### src/rtl/dtg_pkg.sv
package dtg_pkg;

  localparam int WORD_W = 32;
  localparam int CNT_W  = 16;
  localparam int FC_W   = 32;
  localparam int NREG   = 5;

  localparam int IDX_HTIME  = 0;
  localparam int IDX_VTIME  = 1;
  localparam int IDX_MODE   = 2;
  localparam int IDX_ACTIVE = 3;
  localparam int IDX_ORIGIN = 4;

  typedef struct packed {
    logic [7:0]       hsw;
    logic [CNT_W-1:0] hper;
    logic [CNT_W-1:0] vper;
    logic [CNT_W-1:0] vsw;
    logic             hpol;
    logic             vpol;
    logic             vper_lines;
    logic             vsw_lines;
    logic             oe;
    logic [CNT_W-1:0] rows;
    logic [CNT_W-1:0] cols;
    logic [CNT_W-1:0] first_row;
    logic [CNT_W-1:0] first_col;
  } cfg_t;

  // Unpack the five control words into named fields.
  function automatic cfg_t decode_cfg(input logic [WORD_W-1:0] w_h,
                                      input logic [WORD_W-1:0] w_v,
                                      input logic [WORD_W-1:0] w_m,
                                      input logic [WORD_W-1:0] w_a,
                                      input logic [WORD_W-1:0] w_o);
    cfg_t c;
    c.hsw        = w_h[31:24];
    c.hper       = w_h[15:0];
    c.vper       = w_v[15:0];
    c.vsw        = w_m[31:16];
    c.hpol       = w_m[0];
    c.vpol       = w_m[1];
    c.vper_lines = w_m[2];
    c.vsw_lines  = w_m[3];
    c.oe         = w_m[4];
    c.rows       = w_a[31:16];
    c.cols       = w_a[15:0];
    c.first_row  = w_o[31:16];
    c.first_col  = w_o[15:0];
    return c;
  endfunction

  // True on the final count of a period; periods of 0 or 1 end every clock.
  function automatic logic is_last(input logic [FC_W-1:0] cnt,
                                   input logic [CNT_W-1:0] per);
    logic [FC_W-1:0] lim;
    lim = FC_W'(per) - FC_W'(1);
    return (per <= CNT_W'(1)) || (cnt >= lim);
  endfunction

  // Half-open window test: start <= pos < start + len.
  function automatic logic in_window(input logic [CNT_W-1:0] pos,
                                     input logic [CNT_W-1:0] start,
                                     input logic [CNT_W-1:0] len);
    logic [CNT_W:0] p;
    logic [CNT_W:0] s;
    logic [CNT_W:0] e;
    p = {1'b0, pos};
    s = {1'b0, start};
    e = s + {1'b0, len};
    return (p >= s) && (p < e);
  endfunction

  // Pin level for a sync: active level only while enabled and in the pulse.
  function automatic logic sync_level(input logic active,
                                      input logic pol,
                                      input logic en);
    return (en && active) ? pol : ~pol;
  endfunction

endpackage

### src/rtl/dtg_regs.sv
module dtg_regs
  import dtg_pkg::*;
#(
  parameter int              AW         = 3,
  parameter logic [31:0]     RST_HTIME  = 32'h6000_0320,
  parameter logic [31:0]     RST_VTIME  = 32'h0000_020C,
  parameter logic [31:0]     RST_MODE   = 32'h0002_001C,
  parameter logic [31:0]     RST_ACTIVE = 32'h01E0_0280,
  parameter logic [31:0]     RST_ORIGIN = 32'h0021_0090
) (
  input  logic              clk,
  input  logic              rst_n,
  input  logic              wr,
  input  logic [AW-1:0]     addr,
  input  logic [WORD_W-1:0] wdata,
  input  logic              frame_last,
  output cfg_t              cfg,
  output logic [WORD_W-1:0] live_htime
);

  localparam logic [WORD_W-1:0] RSTV [NREG] =
    '{RST_HTIME, RST_VTIME, RST_MODE, RST_ACTIVE, RST_ORIGIN};

  logic [WORD_W-1:0] stg  [NREG];
  logic [WORD_W-1:0] live [NREG];

  for (genvar i = 0; i < NREG; i++) begin : g_word
    logic hit;
    assign hit = wr && (addr == AW'(i));

    always_ff @(posedge clk or negedge rst_n) begin
      if (!rst_n) begin
        stg[i]  <= RSTV[i];
        live[i] <= RSTV[i];
      end else begin
        if (frame_last) live[i] <= stg[i];
        if (hit)        stg[i]  <= wdata;
      end
    end
  end

  assign cfg = decode_cfg(live[IDX_HTIME], live[IDX_VTIME], live[IDX_MODE],
                          live[IDX_ACTIVE], live[IDX_ORIGIN]);
  assign live_htime = live[IDX_HTIME];

endmodule

### src/rtl/dtg_counters.sv
module dtg_counters
  import dtg_pkg::*;
(
  input  logic             clk,
  input  logic             rst_n,
  input  cfg_t             cfg,
  output logic [CNT_W-1:0] hc,
  output logic [CNT_W-1:0] vc,
  output logic [FC_W-1:0]  fc,
  output logic             line_last,
  output logic             frame_last
);

  logic row_last;
  logic clk_last;

  assign line_last  = is_last(FC_W'(hc), cfg.hper);
  assign row_last   = is_last(FC_W'(vc), cfg.vper);
  assign clk_last   = is_last(fc, cfg.vper);
  assign frame_last = cfg.vper_lines ? (line_last && row_last) : clk_last;

  always_ff @(posedge clk or negedge rst_n) begin
    if (!rst_n) begin
      hc <= '0;
      vc <= '0;
      fc <= '0;
    end else if (frame_last) begin
      hc <= '0;
      vc <= '0;
      fc <= '0;
    end else if (line_last) begin
      hc <= '0;
      vc <= vc + CNT_W'(1);
      fc <= fc + FC_W'(1);
    end else begin
      hc <= hc + CNT_W'(1);
      fc <= fc + FC_W'(1);
    end
  end

endmodule

### src/rtl/dtg_shaper.sv
module dtg_shaper
  import dtg_pkg::*;
#(
  parameter int          CDW      = 6,
  parameter logic [31:0] RST_MODE = 32'h0002_001C
) (
  input  logic             clk,
  input  logic             rst_n,
  input  cfg_t             cfg,
  input  logic [CNT_W-1:0] hc,
  input  logic [CNT_W-1:0] vc,
  input  logic [FC_W-1:0]  fc,
  input  logic             frame_last,
  input  logic [CDW-1:0]   in_r,
  input  logic [CDW-1:0]   in_g,
  input  logic [CDW-1:0]   in_b,
  output logic             hsync,
  output logic             vsync,
  output logic             de,
  output logic [CNT_W-1:0] pos_x,
  output logic [CNT_W-1:0] pos_y,
  output logic [CDW-1:0]   out_r,
  output logic [CDW-1:0]   out_g,
  output logic [CDW-1:0]   out_b,
  output logic             frame_done
);

  logic hs_act;
  logic vs_act;
  logic h_in;
  logic v_in;
  logic de_n;

  assign hs_act = FC_W'(hc) < FC_W'(cfg.hsw);
  assign vs_act = cfg.vsw_lines ? (vc < cfg.vsw) : (fc < FC_W'(cfg.vsw));
  assign h_in   = in_window(hc, cfg.first_col, cfg.cols);
  assign v_in   = in_window(vc, cfg.first_row, cfg.rows);
  assign de_n   = h_in && v_in;

  always_ff @(posedge clk or negedge rst_n) begin
    if (!rst_n) begin
      hsync      <= ~RST_MODE[0];
      vsync      <= ~RST_MODE[1];
      de         <= 1'b0;
      pos_x      <= '0;
      pos_y      <= '0;
      out_r      <= '0;
      out_g      <= '0;
      out_b      <= '0;
      frame_done <= 1'b0;
    end else begin
      hsync      <= sync_level(hs_act, cfg.hpol, cfg.oe);
      vsync      <= sync_level(vs_act, cfg.vpol, cfg.oe);
      de         <= de_n;
      pos_x      <= de_n ? (hc - cfg.first_col) : '0;
      pos_y      <= de_n ? (vc - cfg.first_row) : '0;
      out_r      <= de_n ? in_r : '0;
      out_g      <= de_n ? in_g : '0;
      out_b      <= de_n ? in_b : '0;
      frame_done <= frame_last;
    end
  end

endmodule

### src/rtl/disp_timing_gen.sv
module disp_timing_gen
  import dtg_pkg::*;
#(
  parameter int          AW         = 3,
  parameter int          CDW        = 6,
  parameter logic [31:0] RST_HTIME  = 32'h6000_0320,
  parameter logic [31:0] RST_VTIME  = 32'h0000_020C,
  parameter logic [31:0] RST_MODE   = 32'h0002_001C,
  parameter logic [31:0] RST_ACTIVE = 32'h01E0_0280,
  parameter logic [31:0] RST_ORIGIN = 32'h0021_0090
) (
  input  logic           clk,
  input  logic           rst_n,
  input  logic           cfg_wr,
  input  logic [AW-1:0]  cfg_addr,
  input  logic [31:0]    cfg_wdata,
  input  logic [CDW-1:0] pix_r,
  input  logic [CDW-1:0] pix_g,
  input  logic [CDW-1:0] pix_b,
  output logic           hsync,
  output logic           vsync,
  output logic           de,
  output logic [15:0]    pos_x,
  output logic [15:0]    pos_y,
  output logic [CDW-1:0] out_r,
  output logic [CDW-1:0] out_g,
  output logic [CDW-1:0] out_b,
  output logic           frame_done
);

  cfg_t              cfg;
  logic [31:0]       live_htime;
  logic [CNT_W-1:0]  hc;
  logic [CNT_W-1:0]  vc;
  logic [FC_W-1:0]   fc;
  logic              line_last;
  logic              frame_last;

  dtg_regs #(
    .AW(AW), .RST_HTIME(RST_HTIME), .RST_VTIME(RST_VTIME), .RST_MODE(RST_MODE),
    .RST_ACTIVE(RST_ACTIVE), .RST_ORIGIN(RST_ORIGIN)
  ) u_regs (
    .clk(clk), .rst_n(rst_n), .wr(cfg_wr), .addr(cfg_addr), .wdata(cfg_wdata),
    .frame_last(frame_last), .cfg(cfg), .live_htime(live_htime)
  );

  dtg_counters u_cnt (
    .clk(clk), .rst_n(rst_n), .cfg(cfg), .hc(hc), .vc(vc), .fc(fc),
    .line_last(line_last), .frame_last(frame_last)
  );

  dtg_shaper #(.CDW(CDW), .RST_MODE(RST_MODE)) u_shape (
    .clk(clk), .rst_n(rst_n), .cfg(cfg), .hc(hc), .vc(vc), .fc(fc),
    .frame_last(frame_last), .in_r(pix_r), .in_g(pix_g), .in_b(pix_b),
    .hsync(hsync), .vsync(vsync), .de(de), .pos_x(pos_x), .pos_y(pos_y),
    .out_r(out_r), .out_g(out_g), .out_b(out_b), .frame_done(frame_done)
  );

endmodule

### config.mk
export PLATFORM = sky130hd
export DESIGN_NAME = disp_timing_gen
export DESIGN_NICKNAME = d
export VERILOG_FILES = /design/src/rtl/dtg_pkg.sv /design/src/rtl/dtg_regs.sv /design/src/rtl/dtg_counters.sv /design/src/rtl/dtg_shaper.sv /design/src/rtl/disp_timing_gen.sv
export SDC_FILE = /design/constraint.sdc
export NUM_CORES = 1
export LEC_CHECK = 0
export ABC_AREA = 0
export CORE_ASPECT_RATIO = 1.75
export CORE_UTILIZATION = 55
export DETAILED_ROUTE_END_ITERATION = 10
export GPL_TIMING_DRIVEN = 0
export PLACE_DENSITY = 0.77
export REMOVE_ABC_BUFFERS = 1
export SETUP_SLACK_MARGIN = 0.05
export SYNTH_ARGS = -nofsm -noshare
export SYNTH_HDL_FRONTEND = slang
export SYNTH_HIERARCHICAL = 1
export SYNTH_SLANG_ARGS = --single-unit
### constraint.sdc
create_clock -name clk -period 4.45 [get_ports clk]
set_input_delay 1.1125 -clock clk [delete_from_list [all_inputs] [get_ports clk]]
set_output_delay 1.1125 -clock clk [all_outputs]
set_load 0.005 [all_outputs]
# Word level (Yosys, flattened, before mapping)
# Cells that the tools add are included.
dict set report classes {
  div 0
  reduce_logical 16
  muxes 14
  bitwise_logic 2
  multipliers 0
  add_sub_neg 9
  n_shift 0
  order_cmp 12
  eq_ne 4
}
# cell n
set ops {}
lappend ops {{2-to-1 mux 16 bit} 6}
lappend ops {{greater-or-equal comparator 16 x 32 -> 1 bit} 2}
lappend ops {{adder 16 x 16 -> 17 bit} 2}
lappend ops {{< comparator 16 x 17 -> 1 bit} 2}
lappend ops {{subtractor 16 x 1 -> 17 bit, second input constant} 2}
lappend ops {{adder 16 x 1 -> 16 bit, second input constant} 2}
lappend ops {{adder 32 x 1 -> 32 bit, second input constant} 1}
lappend ops {{greater-or-equal comparator 16 bit} 2}
lappend ops {{greater-or-equal comparator 32 bit} 1}
lappend ops {{less-or-equal comparator 16 x 1 -> 1 bit, second input constant} 2}
lappend ops {{< comparator 32 x 16 -> 1 bit} 1}
lappend ops {{2-to-1 mux 32 bit} 1}
lappend ops {{subtractor 16 bit} 2}
lappend ops {{2-to-1 mux 6 bit} 3}
lappend ops {{< comparator 16 bit} 1}
lappend ops {{< comparator 16 x 8 -> 1 bit} 1}
lappend ops {{logical AND 1 bit} 11}
lappend ops {{equality test 3 x 2 -> 1 bit, second input constant} 2}
lappend ops {{2-to-1 mux 1 bit} 4}
lappend ops {{equality test 3 x 1 -> 1 bit, second input constant} 1}
lappend ops {{equality test 3 bit, second input constant} 1}
lappend ops {{zero test 3 bit} 1}
lappend ops {{logical OR 1 bit} 3}
lappend ops {{NOT 1 bit} 2}
lappend ops {{nonzero test 2 bit} 1}
dict set report totals {
  inputBits 56
  romBits 0
  ff_bits 406
  latchBits 0
  mem_bits_rw 0
  out_inout_bits 54
  mem_count 0
}

# Longest topological paths before layout
# Gate-level depths: netlist of the first run.
dict set report logic_depth {
  word_depth 6
  mapped_depth 20
  mapped_depth_nobuf 16
}

# Cells and area by module
# Netlist of the first run, hierarchy kept.
# module seq_area_each_um2 area_each_um2 instances cells_each
set modules_own_cells {}
lappend modules_own_cells {dtg_regs 6711.4 10139.7 1 590}
lappend modules_own_cells {dtg_shaper 1353.8 6322.3 1 713}
lappend modules_own_cells {dtg_counters 1601.5 5227.5 1 571}

# Worst setup path before layout of the first run
# Ideal clock, no wire load.
dict set report synth_path {
  path_kind {reg2reg}
  start {reg u_regs.live, in the netlist u_regs/cfg[87]}
  end {reg u_regs.live, in the netlist u_regs/cfg[59]}
  arrival_time_ns 4.491
  period_less_slack_ns 4.615
  slack_ns -0.165
  t_required_ns 4.325
  path_stages_with_launch 19
  n_path_buf 5
  setup_time_ns 0.125
  path_cell_list {dfstp_2 > or4_1 > buf_2 > nor2b_1 > and3b_1 > nand2_1 > ha_1 > a2111oi_0 > o21ai_0 > o211ai_1 > nand3_1 > or4b_2 > a21o_1 > buf_2 > and2_1 > clkbuf_1 > buf_2 > buf_2 > mux2_2}
}
dict set report synth_via {
  elab_chain_len 5
  word_cells_on_any_way 8
}
# item line
set synth_lines {}
lappend synth_lines {{from (decl)} dtg_regs.sv:25} ;# logic [WORD_W-1:0] live [NREG];
lappend synth_lines {{from (signal, indexed assignment)} dtg_regs.sv:34} ;# live[i] <= RSTV[i];
lappend synth_lines {{from (signal, indexed assignment)} dtg_regs.sv:36} ;# if (frame_last) live[i] <= stg[i];
lappend synth_lines {{subtractor 16 x 1 -> 17 bit} dtg_pkg.sv:57} ;# lim = FC_W'(per) - FC_W'(1);
lappend synth_lines {{greater-or-equal comparator 16 x 32 -> 1 bit} dtg_pkg.sv:58} ;# return (per <= CNT_W'(1)) || (cnt >= lim);
lappend synth_lines {{logical OR 1 bit} dtg_pkg.sv:58}
lappend synth_lines {{logical AND 1 bit} dtg_counters.sv:20} ;# assign frame_last = cfg.vper_lines ? (line_last && row_last) : clk_last;
lappend synth_lines {{2-to-1 mux 1 bit (*)} dtg_counters.sv:20}
lappend synth_lines {{net frame_last} disp_timing_gen.sv:37} ;# logic frame_last;
# The timed path passes the listed nets; every way through them passes the cells marked *.
# A chain may end at the register's enable or synchronous reset.

# Final worst setup path of the first run
dict set report layout_path {
  start {reg u_regs.live, in the netlist u_regs/cfg[1]}
  end {reg u_shape.pos_x[15]}
}
dict set report layout_via {
  elab_chain_len 5
  word_cells_on_any_way 7
}
# item line
set layout_lines {}
lappend layout_lines {{adder 16 x 16 -> 17 bit} dtg_pkg.sv:70} ;# e = s + {1'b0, len};
lappend layout_lines {{< comparator 16 x 17 -> 1 bit} dtg_pkg.sv:71} ;# return (p >= s) && (p < e);
lappend layout_lines {{logical AND 1 bit} dtg_pkg.sv:71}
lappend layout_lines {{logical AND 1 bit} dtg_shaper.sv:38} ;# assign de_n = h_in && v_in;
lappend layout_lines {{2-to-1 mux 16 bit (*)} dtg_shaper.sv:55} ;# pos_x <= de_n ? (hc - cfg.first_col) : '0;
lappend layout_lines {{to (signal assigned)} dtg_shaper.sv:55}
lappend layout_lines {{to (decl)} dtg_shaper.sv:20} ;# output logic [CNT_W-1:0] pos_x,
# Every way passes the cells marked *; elsewhere a longest branch is shown, timed or not.

==> results by group, run 1 <==
Status
  • Status: finished, violations left
  • Failing checks: negative setup slack

Worst setup path
  • Crit path max-delay family: compound AO/OA/AOI/OAI gates
  • Critical Path RT: 4.85 ns
  • Crit. Startpoint: u_regs/cfg[1]
  • Crit-path slowest cell: dfrtp_2
  • CP max stage delay: 0.43 ns
  • Startpoint types: flip-flop
  • Critical path class: reg2reg
  • CP Max Fanout: 8
  • CP endpoint kind: flip-flop
  • R2R Path Start: u_regs/cfg[1]
  • Worst EP arrival: 4.87 ns
  • Cells along the critical path: buf_4 > fa_2 > a211o_1 > o211ai_4 > a21oi_4 > a311o_1 > a21o_2 > a21oi_4 > xor2_2 > ha_1 > a21o_1 > a21oi_1 > o31a_1 > o211ai_4 > buf_12 > nor4_4
  • Buffers plus inverters on the worst setup path: 2

Yosys
  • Cell Area, Synth: 20900 um2
  • Post-Synthesis Cells: 1818
  • Number of synthesis warnings: 6
  • Avg Cell Area, Syn: 11.5 um2

CTS
  • Clock transition at the registers of the reported paths: 0.06 ns
  • Hold Buf Count CTS: 0
  • H-tree levels: 2
  • CTS Sinks: 368
  • Clock buffer depth: 3
  • Root Buffer: clkbuf_16
  • Worst-skew pair later-pin latency: 0.55 ns
  • Num CTS Buffers: 36
  • CTS tree: yes

Route
  • Vias: 15600
  • First-pass DRT Iterations: 5
  • Vias per inst: 6.26
  • # DRC: 0
  • Routed length per instance: 22.9 um
  • Detail Route Antenna Nets: 0
  • WL final: 57000 um
  • Initial DRC count: 794

Final layout
  • FILL cells: 2700
  • Share of post-route cells with drive strength above 1: 26.2%
  • Area grow syn2layout: 19.0%
  • Final instance area: 24900 um2
  • Nets@finish: 2238
  • Fin cells: 2490
  • Most frequent cells in the layout: dfrtp_1 (319), mux2_2 (234), ha_1 (194), clkdlybuf4s50_1 (108), a21oi_1 (103)
  • Commonest non-fill, non-tap cell in the layout: dfrtp_1

GRT
  • Initial antenna violation count: 2
  • GRT overflow: 0
  • First-pass GRT wire length: 86200 um
  • Vias in the first global route: 16200
  • Largest net degree at the start of global routing: 108
  • GRT Overall Usage: 29.2%

Die
  • Initial Utilization: 55.8%
  • DIE HEIGHT: 260 um
  • Die area: 38900 um2
  • IO Count: 110
  • Core box area: 37500 um2
  • Die W: 149 um
  • Row count: 94

Job
  • Max_cap viols: 0

STA
  • Final Hold Fails: 0
  • Final Max Slew Viols: 0
  • Clock period minus worst slack: 4.47 ns
  • Fin Setup TNS: -0.0191 ns
  • Fin Hold WS: 0.497 ns
  • Fin crit share: 100%
  • Slew HR: 29.4%
  • Final WS setup: -0.0191 ns
  • RSZ-0062 raised after global routing: true
  • Slew @ Worst Pin: 1.06 ns
  • Clk_skew: 0.0221 ns
  • Fmax: 0.224 GHz
  • # setup viols final: 1

Power
  • Power, Total: 16.1 mW
  • Maximum VDD drop: 0.494 mV
  • Sw Share: 39.6%
  • Share of total power in combinational logic: 49.4%
  • Int Power: 9.74 mW
  • Seq pwr share: 32.1%
  • Power Dens Cells: 647 nW/um2
  • Static Leak: 11.2 nW
  • Clk network pwr share: 18.5%
  • Net load switching power: 6.39 mW

Placed design
  • Placed cell count: 2362
  • Routability cong.: 0.958
  • Buffers on Ports: 109
  • Detailed Place HPWL: 37500 um
  • DP Area: 22600 um2

Worst hold path
  • Min-Delay Path Class: reg2reg
  • Hold_sp: u_regs/stg[34]
[final cells by class]
| type | count | area (um2) | share of cell area, % |
|---|---|---|---|
| tap | 480 | 601 | 2.41 |
| inverter | 84 | 318 | 1.28 |
| multi-input combinational | 1311 | 11500 | 46.2 |
| clock inverter | 17 | 125 | 0.502 |
| clock buffer | 49 | 1020 | 4.10 |
| sequential | 368 | 9270 | 37.2 |
| antenna | 2 | 5.00 | 0.0201 |
| timing repair buffer | 179 | 2060 | 8.26 |
[worst reg2reg max path, cell delays in order, from the launching register on]
cell and delay, ns:
dfrtp_2 0.43, buf_4 0.16, fa_2 0.41, a211o_1 0.31, o211ai_4 0.12, a21oi_4 0.12
a311o_1 0.42, a21o_2 0.26, a21oi_4 0.14, xor2_2 0.25, ha_1 0.29, a21o_1 0.16
a21oi_1 0.14, o31a_1 0.22, o211ai_4 0.20, buf_12 0.27, nor4_4 0.43
[state kept, by name (all words and copies together), names as in the netlist, 16 cells and up]
name	count
u_cnt/fc	32
u_cnt/hc	16
u_cnt/vc	16
u_regs/cfg	101
u_regs/live_htime	24
u_regs/stg	125
u_shape/pos_x	16
u_shape/pos_y	16
[repair_timing]
item / in CTS / in global routing
gates resized for setup: 44 / 62
pin swaps: 12 / 28
endpoints found under the setup margin: 241 / 189
buffers inserted: 16 / 28
cloned: 12 / 4
[through the flow]
stage               utilization, %  setup slack (ns)
floorplan                        -             -4.49
finish                        66.4           -0.0191
CTS                           64.9            0.0194
global route                  66.4           -0.0848
global placement              59.3            -12.93
detailed placement            60.2             -2.06
[per-layer routing]
metal,track usage [%],share of wire [%],vias to the layer above
li1,-,-,7025
met5,0,0.023,-
met1,30.0,34,7778
met4,22.4,8.7,2
met2,53.0,52,551
met3,3.56,4.6,242
[power by group through the flow]
stage | registers, mW | clock network [mW] | logic [mW]
detailed placement | 5.18 | 0 | 6.70
CTS | 5.14 | 3.04 | 7.26
finish | 5.17 | 2.99 | 7.97
global placement | 5.14 | 0 | 6.44
floorplan | 4.87 | 0 | 5.07
global route | 5.29 | 3.18 | 8.62
[worst paths after layout]
path	to	slack, ns	cells past startpoint
hold reg to reg	u_regs/cfg[34]	0.50	1
setup / recovery	u_shape/pos_x[15]	-0.02	16
hold / removal	u_regs/cfg[34]	0.50	1
setup reg to reg	u_shape/pos_x[15]	-0.02	16
min in group asynchronous	u_shape/out_b[2]	0.57	1
max in group asynchronous	u_regs/cfg[33]	2.45	3
Note: power is estimated with default switching activity, not from simulation.
==> run 2: changes to the inputs <==
--- a/config.mk
+++ b/config.mk
@@ -6,11 +6,13 @@
 export NUM_CORES = 1
 export LEC_CHECK = 0
 export ABC_AREA = 0
+export CAP_MARGIN = 15
 export CORE_ASPECT_RATIO = 1.75
-export CORE_UTILIZATION = 55
+export CORE_UTILIZATION = 57
+export CTS_BUF_LIST = sky130_fd_sc_hd__clkbuf_4
 export DETAILED_ROUTE_END_ITERATION = 10
 export GPL_TIMING_DRIVEN = 0
-export PLACE_DENSITY = 0.77
+export PLACE_DENSITY = 0.79
 export REMOVE_ABC_BUFFERS = 1
 export SETUP_SLACK_MARGIN = 0.05
 export SYNTH_ARGS = -nofsm -noshare
==> run 2 against run 1 <==
Compared with the run above:
- the flow still finishes with violations (negative setup slack)
- clock power shrank 7.0%
- largest cell class unchanged
- core utilization grew 2.7 points
- combinational power shrank 1%
==> results by group, run 2 (synthesized netlist as in run 1, its figures left out) <==
CTS
  • Root Buffer: clkbuf_4 (was clkbuf_16)
  • Worst-skew pair later-pin latency: 0.80 ns (was 0.55 ns)
  • CTS Sinks: 368 (unchanged)
  • Hold Buf Count CTS: 0 (unchanged)
  • H-tree levels: 3 (was 2)
  • Clock transition at the registers of the reported paths: 0.07 ns (was 0.06 ns)
  • CTS tree: yes (unchanged)
  • Clock buffer depth: 3 (unchanged)
  • Num CTS Buffers: 85 (was 36)

Worst setup path
  • Critical path depth: 17 (was 16)
  • CP endpoint kind: flip-flop (unchanged)
  • Worst EP arrival: 5.16 ns (was 4.87 ns)
  • Critical path class: reg2reg (unchanged)
  • Crit-path slowest cell: dfrtp_2 (unchanged)
  • Cell mode on critical path: buf_16
  • Crit path max-delay family: simple AND/OR/NAND/NOR gates (was compound AO/OA/AOI/OAI gates)
  • CP max stage delay: 0.44 ns (was 0.43 ns)
  • Worst reg-to-reg path cell count: 17 (was 16)
  • Critical Path RT: 5.08 ns (was 4.85 ns)
  • Startpoint types: flip-flop (unchanged)
  • Cells along the critical path: nor4_4 > nand2_1 > or2_4 > or3_4 > nor3_4 > xnor2_2 > ha_1 > a21oi_2 > o21ai_2 > a2111o_1 > a21boi_2 > a21boi_4 > a2bb2oi_4 > and2_4 > buf_16 > buf_16 > mux2_4 (was buf_4 > fa_2 > a211o_1 > o211ai_4 > a21oi_4 > a311o_1 > a21o_2 > a21oi_4 > xor2_2 > ha_1 > a21o_1 > a21oi_1 > o31a_1 > o211ai_4 > buf_12 > nor4_4)
  • Crit. Startpoint: u_regs/live_htime[3] (was u_regs/cfg[1])
  • R2R Path Start: u_regs/live_htime[3] (was u_regs/cfg[1])
  • CP Max Fanout: 8 (unchanged)
  • R2R Setup Slk: -0.08 ns (was -0.02 ns)
  • Buffers plus inverters on the worst setup path: 2 (unchanged)

Power
  • Net load switching power: 6.30 mW (was 6.39 mW)
  • Static Leak: 11.3 nW (was 11.2 nW)
  • Sw Share: 39.8% (was 39.6%)
  • Maximum VDD drop: 0.375 mV (was 0.494 mV)
  • Power Dens Cells: 634 nW/um2 (was 647 nW/um2)
  • Seq pwr share: 32.7% (was 32.1%)
  • Share of total power in combinational logic: 49.8% (was 49.4%)
  • Int Power: 9.54 mW (was 9.74 mW)
  • Clk network pwr share: 17.5% (was 18.5%)

Placed design
  • Routability cong.: 0.920 (was 0.958)
  • Placed cell count: 2352 (was 2362)
  • Pre-CTS setup slack: -1.99 ns (was -2.06 ns)
  • Detailed Place HPWL: 36700 um (was 37500 um)
  • Buffers on Ports: 109 (unchanged)

Route
  • Vias per inst: 6.19 (was 6.26)
  • First-pass DRT Iterations: 5 (unchanged)
  • Detail Route Antenna Nets: 0 (unchanged)
  • Vias: 15900 (was 15600)
  • Initial DRC count: 855 (was 794)
  • WL final: 56100 um (was 57000 um)
  • # DRC: 0 (unchanged)
  • Routed length per instance: 21.9 um (was 22.9 um)

GRT
  • GRT Overall Usage: 29.8% (was 29.2%)
  • Initial antenna violation count: 2 (unchanged)
  • GRT overflow: 0 (unchanged)
  • Largest net degree at the start of global routing: 133 (was 108)
  • First-pass GRT wire length: 86500 um (was 86200 um)
  • Vias in the first global route: 16700 (was 16200)

Final layout
  • Top reg by flops: u_regs/stg (unchanged)
  • Largest register FFs: 125 (unchanged)
  • Final Util: 69.1% (was 66.4%)
  • Fin cells: 2566 (was 2490)
  • Nets@finish: 2288 (was 2238)
  • Most frequent cells in the layout: dfrtp_1 (319), mux2_2 (241), ha_1 (195), clkbuf_4 (129), clkdlybuf4s50_1 (108) (was dfrtp_1 (319), mux2_2 (234), ha_1 (194), clkdlybuf4s50_1 (108), a21oi_1 (103))
  • Area grow syn2layout: 19.3% (was 19.0%)
  • Commonest non-fill, non-tap cell in the layout: dfrtp_1 (unchanged)
  • Share of post-route cells with drive strength above 1: 29.6% (was 26.2%)

STA
  • Fmax: 0.221 GHz (was 0.224 GHz)
  • RSZ-0062 raised after global routing: true (unchanged)
  • Slew HR: 21.4% (was 29.4%)
  • Final Max Slew Viols: 0 (unchanged)
  • Clock period minus worst slack: 4.53 ns (was 4.47 ns)
  • Clk_skew: 0.0677 ns (was 0.0221 ns)
  • Final Hold Fails: 0 (unchanged)
  • Final WS setup: -0.0760 ns (was -0.0191 ns)
  • Slew @ Worst Pin: 1.18 ns (was 1.06 ns)
  • # setup viols final: 83 (was 1)
  • Fin crit share: 102% (was 100%)
  • Fin Hold WS: 0.351 ns (was 0.497 ns)

Status
  • Failing checks: negative setup slack (unchanged)
  • Status: finished, violations left (unchanged)

Die
  • Die W: 147 um (was 149 um)
  • IO Count: 110 (unchanged)
  • Die area: 37500 um2 (was 38900 um2)
  • Initial Utilization: 57.9% (was 55.8%)
  • DIE HEIGHT: 255 um (was 260 um)
  • Row count: 92 (was 94)
  • Core box area: 36100 um2 (was 37500 um2)

Worst hold path
  • Min-Delay Path Class: in2async (was reg2reg)

Job
  • Max_cap viols: 0 (unchanged)
==> run 2: through the flow <==
| step | total power [mW] | cell area, um2 | setup TNS, ns |
|---|---|---|---|
| 4_1_cts | 15.3 | 24400 | 0 |
| 6_report | 15.8 | 25000 | -1.62 |
| 5_1_grt | 16.8 | 25000 | -5.00 |
| 3_3_place_gp | 11.5 | 22200 | -5840.69 |
| 3_5_place_dp | 11.8 | 22600 | -271.91 |
| 2_1_floorplan | 9.95 | 20500 | -637.67 |
==> run 2: final timing paths <==
kind / endpoint
hold reg to reg: u_regs/cfg[3]
max in group asynchronous: u_regs/cfg[1]
min in group clk: u_regs/cfg[3]
setup / recovery: u_regs/cfg[98]
setup reg to reg: u_regs/cfg[98]
hold / removal: u_shape/out_r[1]
==> run 2: layout make-up <==
type                    count  area, um2
flip-flops and latches    368       9270
clock inverters            22        141
clock buffers             129        968
inverters                  84        318
diodes                      2       5.00
repair buffers            182       2130
multi-input cells        1309      11500
well taps                 470        588
fillers                  2659      11200
==> run 2: power groups by stage <==
stage               logic [mW]  clock network [mW]  registers [mW]
CTS                       7.30                2.83            5.13
finish                    7.89                2.78            5.17
detailed placement        6.65                   0            5.18
global placement          6.40                   0            5.13
global route              8.53                3.02            5.29
floorplan                 5.07                   0            4.87
==> run 2: metal layers <==
| layer | vias up | GRT usage [%] | part of all wire (%) |
|---|---|---|---|
| met3 | 249 | 4.77 | 5.2 |
| met5 | - | 0 | 0 |
| met2 | 655 | 54.1 | 52 |
| met1 | 7822 | 30.3 | 35 |
| li1 | 7161 | - | - |
| met4 | 0 | 22.3 | 8.2 |
==> run 2: worst register-to-register path: stages (launching register included) <==
cell       delay (ns)
dfrtp_2          0.44
nor4_4           0.34
nand2_1          0.15
or2_4            0.30
or3_4            0.39
nor3_4           0.15
xnor2_2          0.15
ha_1             0.29
a21oi_2          0.17
o21ai_2          0.10
a2111o_1         0.41
a21boi_2         0.18
a21boi_4         0.29
a2bb2oi_4        0.11
and2_4           0.24
buf_16           0.17
buf_16           0.17
mux2_4           0.31
==> run 2: timing repair <==
| action | 4_1_cts | 5_1_grt |
|---|---|---|
| buffers inserted | 24 | 21 |
| setup endpoints to repair | 241 | 185 |
| resized for setup | 53 | 61 |
| pin swaps | 20 | 32 |
| gates cloned | 11 | 6 |
